**src/rtl/cmp2_pkg.sv**
```systemverilog
package cmp2_pkg;

  typedef enum logic [1:0] {
    CODE_EQ = 2'b00,
    CODE_GT = 2'b01,
    CODE_BAD = 2'b10,
    CODE_LT = 2'b11
  } cmp_code_e;

  // Two bit positions merged with the code arriving from below.
  // The incoming code reaches each output through one AND and one OR level.
  function automatic logic [1:0] pair_step(
    input logic       ah,
    input logic       bh,
    input logic       al,
    input logic       bl,
    input logic [1:0] cin
  );
    logic dh;
    logic dl;
    logic [1:0] r;
    dh = ah ^ bh;
    dl = al ^ bl;
    r[0] = dh | dl | cin[0];
    r[1] = (dh & bh) | (~dh & dl & bl) | (~dh & ~dl & cin[1]);
    return r;
  endfunction

endpackage

```
**src/rtl/cmp2_slice.sv**
```systemverilog
module cmp2_slice
  import cmp2_pkg::*;
(
  input  logic       hi_a,
  input  logic       hi_b,
  input  logic       lo_a,
  input  logic       lo_b,
  input  logic [1:0] code_in,
  output logic [1:0] code_out
);

  always_comb begin
    code_out = pair_step(hi_a, hi_b, lo_a, lo_b, code_in);
  end

endmodule

```
**src/rtl/cmp2_decode.sv**
```systemverilog
module cmp2_decode
  import cmp2_pkg::*;
(
  input  logic [1:0] code,
  output logic       lt,
  output logic       eq,
  output logic       gt
);

  always_comb begin
    lt = (code == CODE_LT);
    eq = (code == CODE_EQ);
    gt = (code == CODE_GT);
  end

endmodule

```
**src/rtl/cmp2_chain.sv**
```systemverilog
module cmp2_chain
  import cmp2_pkg::*;
#(
  parameter int WIDTH = 8
) (
  input  logic [WIDTH-1:0] a_i,
  input  logic [WIDTH-1:0] b_i,
  input  logic             is_signed_i,
  output logic             lt_o,
  output logic             eq_o,
  output logic             gt_o,
  output logic [1:0]       code_o
);

  localparam int NSLICE = WIDTH / 2;

  generate
    if ((WIDTH % 2) != 0 || WIDTH < 2) begin : g_bad_width
      $error("cmp2_chain: WIDTH must be even and at least 2");
    end
  endgenerate

  // carry[k] enters slice k; carry[NSLICE] is the final code.
  logic [NSLICE:0][1:0] carry;

  assign carry[0] = CODE_EQ;

  generate
    for (genvar k = 0; k < NSLICE; k++) begin : g_slice
      logic hi_a_sel;
      logic hi_b_sel;
      if (k == NSLICE - 1) begin : g_top
        // Sign bits cross over in two's complement mode.
        assign hi_a_sel = is_signed_i ? b_i[2*k+1] : a_i[2*k+1];
        assign hi_b_sel = is_signed_i ? a_i[2*k+1] : b_i[2*k+1];
      end else begin : g_mid
        assign hi_a_sel = a_i[2*k+1];
        assign hi_b_sel = b_i[2*k+1];
      end
      cmp2_slice u_slice (
        .hi_a    (hi_a_sel),
        .hi_b    (hi_b_sel),
        .lo_a    (a_i[2*k]),
        .lo_b    (b_i[2*k]),
        .code_in (carry[k]),
        .code_out(carry[k+1])
      );
    end
  endgenerate

  assign code_o = carry[NSLICE];

  cmp2_decode u_decode (
    .code(carry[NSLICE]),
    .lt  (lt_o),
    .eq  (eq_o),
    .gt  (gt_o)
  );

endmodule

```
**config.mk**
```make
export PLATFORM = sky130hd
export DESIGN_NAME = cmp2_chain
export DESIGN_NICKNAME = d
export VERILOG_FILES = /design/src/rtl/cmp2_pkg.sv /design/src/rtl/cmp2_slice.sv /design/src/rtl/cmp2_decode.sv /design/src/rtl/cmp2_chain.sv
export SDC_FILE = /design/constraint.sdc
export NUM_CORES = 1
export LEC_CHECK = 0
export BUFFER_PORTS_ARGS = -buffer_cell sky130_fd_sc_hd__buf_4
export CORE_AREA = 3 3 40 42
export DETAILED_ROUTE_END_ITERATION = 10
export DIE_AREA = 0 0 43 45
export RECOVER_POWER = 50
export SETUP_SLACK_MARGIN = 0.1
export SKIP_LAST_GASP = 1
export SLEW_MARGIN = 20
export SYNTH_ARGS = -nofsm -noshare
export SYNTH_HDL_FRONTEND = slang
export SYNTH_HIERARCHICAL = 1
export SYNTH_SLANG_ARGS = --single-unit
```
**constraint.sdc**
```tcl
create_clock -name vclk -period 4.9
set_input_delay 0.245 -clock vclk [all_inputs]
set_output_delay 0.245 -clock vclk [all_outputs]
set_load 0.01 [all_outputs]
```
---- Word-level counts from Yosys, hierarchy flattened ----
Index checks and enable logic that the tools add are counted.
storage, ports and cells
  logic and storage cells ................. 52
  output and inout port bits .............. 5
  input bits .............................. 17
  register bits after elaboration ......... 0
cells by class
  eq/ne operators ......................... 2
  reductions and logical operators ........ 1
  mux-type cells .......................... 2
  bitwise logic cells ..................... 47
operators by type and width
  kind                                                                   count
  1-bit AND                                                              18
  1-bit bitwise OR                                                       14
  1-bit XOR                                                              8
  1-bit NOT                                                              7
  2-bit by 1-bit equality test with 1-bit output, second input constant  1
  2-bit equality test, second input constant                             1
  2-bit zero test                                                        1
  1-bit two-way mux                                                      2

---- Logic depth before layout (Yosys ltp) ----
Gate-level depths: netlist of the first run.
  depth in word-level cells ............... 12
  mapped depth ............................ 8
  mapped depth without buffers ............ 8

---- Hierarchy ----
Netlist of the first run, hierarchy kept.
by module, submodules not included
  module       cells an instance  sequential area each (um2)  instances  area an instance (um2)
  cmp2_slice   7                  0.0                         4          56.3
  cmp2_chain   3                  0.0                         1          26.3
  cmp2_decode  3                  0.0                         1          16.3

---- Worst setup path before layout of the first run ----
Ideal clock, no wire load.
  path kind ............................... input-to-output
  from .................................... input a_i[1]
  to ...................................... output gt_o
  path slack .............................. 2419 ps
  required time ........................... 4655 ps
  cell stages on the path ................. 8
  buffers on the path ..................... 0
  data arrival time ....................... 2236 ps
  path through ............................ inv_1 > ha_1 > and3b_1 > a311o_1 > a311o_1 > a311o_1 > a311o_1 > nor2b_1
RTL lines
  element      RTL line          text
  from (decl)  cmp2_chain.sv:6   input logic [WIDTH-1:0] a_i,
  to (decl)    cmp2_chain.sv:11  output logic gt_o,

==> out/metrics.cfg, run 1 <==
[placed_design]
hpwl_um=625
port_buffers=22
dp.cells=72
dpl_cell_area_um2=455
gp_congestion=0.636

[layout]
clkbuf_count=0
ff_latch_area_um2=0
seq_cells=0
design_area_um2=448
final_net_count=80
finalNonFillerCells=72
multi_input_area_um2=256
insertedDiodeCount=0
area_delta_synth_final_pct=67.3
fill_cells=143
drive_gt1_share_pct=38.6

[routing]
drc=0
vias=322
met1Wirelength_um=226
drtIter0Drc=1
wl_met2_um=392
drt-vias-per-instance=4.47
dr.pass1.iters=2
drt-total-wl_um=667
wl_met3_um=48
wl_per_cell_um=9.26
drtAntennaViolNets=0
top_layer=met3

[hold_path]
hp-start=b_i[6]
hold_class=in -> out
hold_path_depth=4
min_to=code_o[0]

[run]
drv_cap=0

[setup_path]
crit_slowest_cell=a311o_1
crit_path_max_fanout=4
cp_cell_sequence=buf_4, inv_1, ha_1, and3b_1, a311o_1, a311o_1, a311o_1, a311o_1, and2_1, buf_4
critical_path_class=in -> out
critPathRequiredTime_ns=4.66
crit_top_cell=a311o_1
worstPathArrival_ns=2.46
cp-start-kind=input pin
cp-end-kind=output pin
cpPeakStageDelay_ns=0.36

[status]
status=finished clean

[global_route]
overflow=0
grt_pass1_wl_um=1170
grt_pass1_vias=313
grt_max_degree=5
antenna_found_initial=0
track_usage_pct=7.21

[power_and_ir_drop]
powerDensity_mw_per_mm2=89.7
seqPwrFrac_pct=0
p_int_mw=0.0244
switching_power_mw=0.0158
p_sw_share_pct=39.2
fin_total_pwr_mw=0.0402
p_comb_share_pct=100.0
vdd_drop_max_uv=19.9
clockPowerShare_pct=0
leakagePower_nw=0.232

[timing]
slew_violations=0
setup_tns_ns=0
hold_violations=0
finalCritPeriodShare_pct=55.1
setup_viol_count_final=0
holdWs_ns=0.923
rsz0062_at_grt=no
period_needed_ns=2.70
fmax_mhz=370

[synthesis]
post_synth_num_cell_types=11
avgSynthCellArea_um2=7.88
syn-instance-count=34
yosysWarningCount=6
netlist.area_leader.share_pct=18.7
synth_top_area_cell=ha_1
syn_area_um2=268
yosysSeqAreaShare_pct=0
yosysMostFrequentCell=nand2b_1
ys_top_cells_by_area=ha_1 (19%), nand2b_1 (19%), a311o_1 (15%), and3b_1 (13%), nand4b_1 (13%)

[die]
start_util_pct=20.8
dieArea_mm2=0.00194
die_height_um=45
rows=13
io_pins=22
core_mm2=0.00128
dieWidth_um=43

[clock_network]
post_cts_resize_count=0
postCtsSetupBuffers=0
hold_buffers=0

==> power groups by stage <==
stage / logic, mW / clock network (mW) / registers (mW)
floorplan: 0.0208 / 0 / 0
detailed placement: 0.0421 / 0 / 0
global placement: 0.0412 / 0 / 0
CTS: 0.0422 / 0 / 0
global route: 0.0454 / 0 / 0
finish: 0.0402 / 0 / 0
==> per-layer routing <==
layer	vias up	global-route usage (%)
met5	-	0
met4	0	0
met3	0	1.20
met2	6	15.0
met1	144	8.10
li1	172	-
==> cells in the final DEF, fill, tap and decap left out, drive strengths merged <==
cell     n
and2     1
nor2     1
buf     20
ha       4
clkbuf   2
a311o    4
nand4b   4
inv      4
nor2b    1
and3b    4
mux2     2
nand2b   8
conb     2
==> metrics by stage <==
stage                     utilization (%)  worst slack, ns
after floorplan                         -             2.42
final                                34.9             2.20
after global routing                 34.9             2.07
after CTS                            35.4             2.17
after global placement               35.4             2.20
after detailed placement             35.4             2.18
==> cells by family (layout without fill, tap and decap cells) <==
family	count (synthesis)	in the layout	share of synthesized area, %
AO/OA/AOI/OAI	4	4	15.0
multiplexers	2	2	8.41
adder cells (fa/ha/maj)	4	4	18.7
AND/OR/NAND/NOR	19	19	50.9
other	1	2	1.40
buffers and inverters	4	26	5.61
==> cell type report <==
cell class,count,share of cell area [%]
tap,15,4.19
timing repair buffer,22,35.2
inverter,4,3.35
multi-input combinational,31,57.3
==> worst max path at each step <==
stage           end  cells past startpoint   start  slack, ns
2_1_floorplan  gt_o                      8  a_i[1]       2.42
3_3_place_gp   lt_o                     10  a_i[1]       2.20
3_5_place_dp   lt_o                     10  a_i[1]       2.18
4_1_cts        lt_o                     10  a_i[1]       2.17
5_1_grt        lt_o                     10  a_i[1]       2.07
6_report       lt_o                     10  a_i[1]       2.20
==> critical path: cells and delay by family <==
kind	cells	cell delay [ns]
adder cells (fa/ha/maj)	1	0.31
buffers and inverters	3	0.24
AO/OA/AOI/OAI	4	1.30
AND/OR/NAND/NOR	2	0.36
Note: power is estimated with default switching activity, not from simulation.
==> inputs of run 2 (changes only) <==
- clock period: 4.9 -> 2.79 ns (I/O delays scaled with it)
==> run 2 against run 1 <==
Combinational power is 76% higher. Die area unchanged. Final area unchanged. Hold slack worse by 0.20 ns. Via count down 1.2%. Largest cell class unchanged.
==> out/metrics.cfg, run 2 (synthesis gave the netlist of run 1 again) <==
[die]
io_pins=22  ; unchanged
rows=13  ; unchanged
dieArea_mm2=0.00194  ; unchanged
die_height_um=45  ; unchanged
start_util_pct=20.8  ; unchanged
core_mm2=0.00128  ; unchanged
dieWidth_um=43  ; unchanged

[timing]
hold_violations=0  ; unchanged
finalCritPeriodShare_pct=88.7
setup_tns_ns=0  ; unchanged
rsz0062_at_grt=no
setup_slack_ns=0.316  ; -1.88 ns
setup_viol_count_final=0  ; unchanged
period_needed_ns=2.47
slew_violations=0  ; unchanged
fmax_mhz=404

[layout]
fill_cells=150  ; +4.9%
finalNonFillerCells=72  ; unchanged
final_cell_mix=buf_4 (20), nand2b_1 (8)
clkbuf_count=0  ; unchanged
design_area_um2=448  ; unchanged
area_delta_synth_final_pct=67.3  ; unchanged
drive_gt1_share_pct=38.6  ; unchanged
final_common_cell=buf_4
multi_input_area_um2=256  ; unchanged
ff_latch_area_um2=0  ; unchanged
seq_cells=0  ; unchanged
final_net_count=80  ; unchanged
insertedDiodeCount=0  ; unchanged

[placed_design]
dpl_cell_area_um2=455  ; unchanged
dp.cells=72  ; unchanged
gp_congestion=0.626  ; -1.6%
hpwl_um=603  ; -3.5%
pre_cts_slack_ns=0.286  ; -1.90 ns
port_buffers=22  ; unchanged

[routing]
vias=318  ; -1.2%
drc=0  ; unchanged
drtAntennaViolNets=0  ; unchanged
drt-total-wl_um=666  ; -0.15%
drt-vias-per-instance=4.42  ; -1.2%
drtIter0Drc=3  ; +2
dr.pass1.iters=2  ; unchanged
wl_per_cell_um=9.25  ; -0.15%

[status]
status=finished clean

[setup_path]
critPathRequiredTime_ns=2.65  ; -2.01 ns
cp_cell_sequence=buf_4, inv_1, ha_1, and3b_1, a311o_1, a311o_1, a311o_1, a311o_1, and2_1, buf_4
critical_path_class=in -> out
crit_slowest_cell=a311o_1
crit_top_cell=a311o_1
cp-start-kind=input pin
crit_path_max_fanout=4  ; unchanged
cpPeakStageDelay_ns=0.36  ; about the same
worstPathArrival_ns=2.33  ; -0.13 ns
cp-end-kind=output pin

[power_and_ir_drop]
vdd_drop_max_uv=35.0  ; +76%
powerDensity_mw_per_mm2=158  ; +76%
leakagePower_nw=0.232  ; unchanged

[run]
drv_cap=0  ; unchanged

[global_route]
overflow=0  ; unchanged
grt_pass1_vias=274  ; -12%
antenna_found_initial=0  ; unchanged
grt_pass1_wl_um=1040  ; -11%
grt_max_degree=5  ; unchanged
track_usage_pct=6.38  ; -0.83 points

[clock_network]
post_cts_resize_count=0  ; unchanged
postCtsSetupBuffers=0  ; unchanged
hold_buffers=0  ; unchanged

[hold_path]
hold_class=in -> out

-- run 2: cell counts in the layout (fill, tap and decap cells not counted) --
No cell type changed its count.
-- run 2: final timing paths --
path    from   endpoint  slack (ns)  cells after the start
min   b_i[6]  code_o[0]        0.73                      4
max   a_i[1]       lt_o        0.32                     10
-- run 2: layout make-up --
| class | count | area share (%) |
|---|---|---|
| Inverter | 4 | 3.35 |
| Multi-Input combinational cell | 31 | 57.3 |
| Tap cell | 15 | 4.19 |
| Timing Repair Buffer | 22 | 35.2 |
-- run 2: where the power goes --
group	switching [mW]	total, mW	internal [mW]
clock	0	0	0
combinational	0.0277	0.0706	0.0429
sequential	0	0	0
-- run 2: layer usage --
metal / vias to the layer above / global-route usage [%] / part of all wire, %
met5: - / 0 / 0
li1: 171 / - / -
met3: 0 / 0.797 / 6.9
met4: 0 / 0 / 0
met1: 141 / 7.62 / 37
met2: 6 / 12.9 / 56
-- run 2: metrics by stage --
| step | power [mW] | utilization (%) | hold slack (ns) |
|---|---|---|---|
| final | 0.0706 | 34.9 | 0.726 |
| after CTS | 0.0737 | 35.4 | 0.704 |
| after global routing | 0.0790 | 34.9 | 0.803 |
| after detailed placement | 0.0735 | 35.4 | 0.702 |
| after floorplan | 0.0366 | - | 0.479 |
| after global placement | 0.0724 | 35.4 | 0.693 |
-- run 2: worst max-delay path, delay by kind of cell --
| kind | cells | cell delay [ns] |
|---|---|---|
| simple gates | 2 | 0.35 |
| compound gates | 4 | 1.30 |
| buf+inv | 3 | 0.23 |
| fa+ha+maj | 1 | 0.30 |
==> inputs of run 3 (changes only) <==
- BUFFER_PORTS_ARGS: -buffer_cell sky130_fd_sc_hd__buf_4 -> -buffer_cell sky130_fd_sc_hd__clkbuf_2
==> run 3 against run 2 <==
Fmax down 0.64%. Sequential share of layout area unchanged. Via count up 3.5%. Clock-buffer cell count unchanged. Critical endpoint unchanged. Largest power group unchanged.
==> out/metrics.cfg, run 3 (synthesis gave the netlist of run 1 again) <==
[timing]
rsz0062_at_grt=no
setup_tns_ns=0  ; unchanged
fmax_mhz=402  ; -0.64%
slew_violations=0  ; unchanged
hold_violations=0  ; unchanged
setup_viol_count_final=0  ; unchanged
period_needed_ns=2.49  ; +0.0159 ns
finalCritPeriodShare_pct=89.3  ; +0.57 points

[power_and_ir_drop]
leakagePower_nw=0.219  ; -5.7%
seqPwrFrac_pct=0  ; unchanged
fin_total_pwr_mw=0.0614  ; -13%
clockPowerShare_pct=0  ; unchanged
powerDensity_mw_per_mm2=154  ; -2.2%
switching_power_mw=0.0277  ; about the same
p_comb_share_pct=100.0  ; about the same
p_int_mw=0.0336  ; -22%
p_sw_share_pct=45.2  ; +5.9 points
vdd_drop_max_uv=37.7  ; +7.7%

[layout]
drive_gt1_share_pct=38.6  ; unchanged
insertedDiodeCount=0  ; unchanged
final_net_count=80  ; unchanged
clkbuf_count=0  ; unchanged
area_delta_synth_final_pct=48.6
seq_cells=0  ; unchanged
ff_latch_area_um2=0  ; unchanged
final_cell_mix=clkbuf_2 (20), nand2b_1 (8)
final_common_cell=clkbuf_2

[global_route]
grt_max_degree=5  ; unchanged
overflow=0  ; unchanged
grt_pass1_vias=317  ; +16%
antenna_found_initial=0  ; unchanged
track_usage_pct=6.63  ; +0.25 points
grt_pass1_wl_um=1040  ; +0.58%

[clock_network]
hold_buffers=0  ; unchanged
post_cts_resize_count=0  ; unchanged
postCtsSetupBuffers=0  ; unchanged

[die]
die_height_um=45  ; unchanged
io_pins=22  ; unchanged
core_mm2=0.00128  ; unchanged
start_util_pct=20.8  ; unchanged
dieWidth_um=43  ; unchanged
rows=13  ; unchanged
dieArea_mm2=0.00194  ; unchanged

[setup_path]
critPathRequiredTime_ns=2.65  ; about the same
cp-start-kind=input pin
worstPathArrival_ns=2.35  ; +0.02 ns
critical_path_class=in -> out
crit_path_max_fanout=4  ; unchanged
cp-end-kind=output pin

[routing]
drc=0  ; unchanged
drt-total-wl_um=652  ; -2.1%
drt-vias-per-instance=4.57  ; +3.5%
drtIter0Drc=2  ; -1
vias=329  ; +3.5%
drtAntennaViolNets=0  ; unchanged
dr.pass1.iters=2  ; unchanged
wl_per_cell_um=9.06  ; -2.1%

[placed_design]
port_buffers=22  ; unchanged
hpwl_um=641  ; +6.4%
gp_congestion=0.676  ; +8.0%

[hold_path]
hold_class=in -> out

[status]
status=finished clean

[run]
drv_cap=0  ; unchanged

-- run 3: cell count changes in the layout (fill, tap and decap cells not counted) --
cell	delta
clkbuf_2	+20
buf_4	-20
-- run 3: cell type report --
class / instances / area, µm²
fill: 154 / 887
inverter: 4 / 15.0
multi-input combinational: 31 / 256
tap: 15 / 18.8
timing repair buffer: 22 / 108
-- run 3: metrics by stage --
stage | area [µm²] | utilization, % | setup WS (ns) | hold slack, ns | cells
final | 398 | 31.0 | 0.300 | 0.719 | 72
after global routing | 398 | 31.0 | 0.207 | 0.780 | 72
after CTS | 400 | 31.2 | 0.283 | 0.715 | 72
after detailed placement | 400 | 31.2 | 0.284 | 0.714 | 72
after global placement | 400 | 31.2 | 0.325 | 0.712 | 72
after floorplan | 272 | - | 0.520 | 0.479 | 35
-- run 3: critical path: stages --
cell	delay [ns]
clkbuf_2	0.07
inv_1	0.03
ha_1	0.31
and3b_1	0.19
a311o_1	0.33
a311o_1	0.32
a311o_1	0.31
a311o_1	0.36
and2_1	0.17
clkbuf_2	0.12
-- run 3: power groups by stage --
stage / clock network (mW) / logic (mW) / registers (mW)
2_1_floorplan: 0 / 0.0366 / 0
3_3_place_gp: 0 / 0.0608 / 0
3_5_place_dp: 0 / 0.0631 / 0
4_1_cts: 0 / 0.0633 / 0
5_1_grt: 0 / 0.0692 / 0
6_report: 0 / 0.0614 / 0
-- run 3: path summary, 6_finish.rpt --
kind	from	to	cells past startpoint
min	b_i[6]	code_o[0]	4
max	a_i[1]	lt_o	10
-- run 3: routing by layer --
metal	track usage, %	wire, µm	vias to the layer above
li1	-	-	172
met1	5.48	230	151
met2	16.8	387	6
met3	0.398	34	0
met4	0	0	0
met5	0	0	-
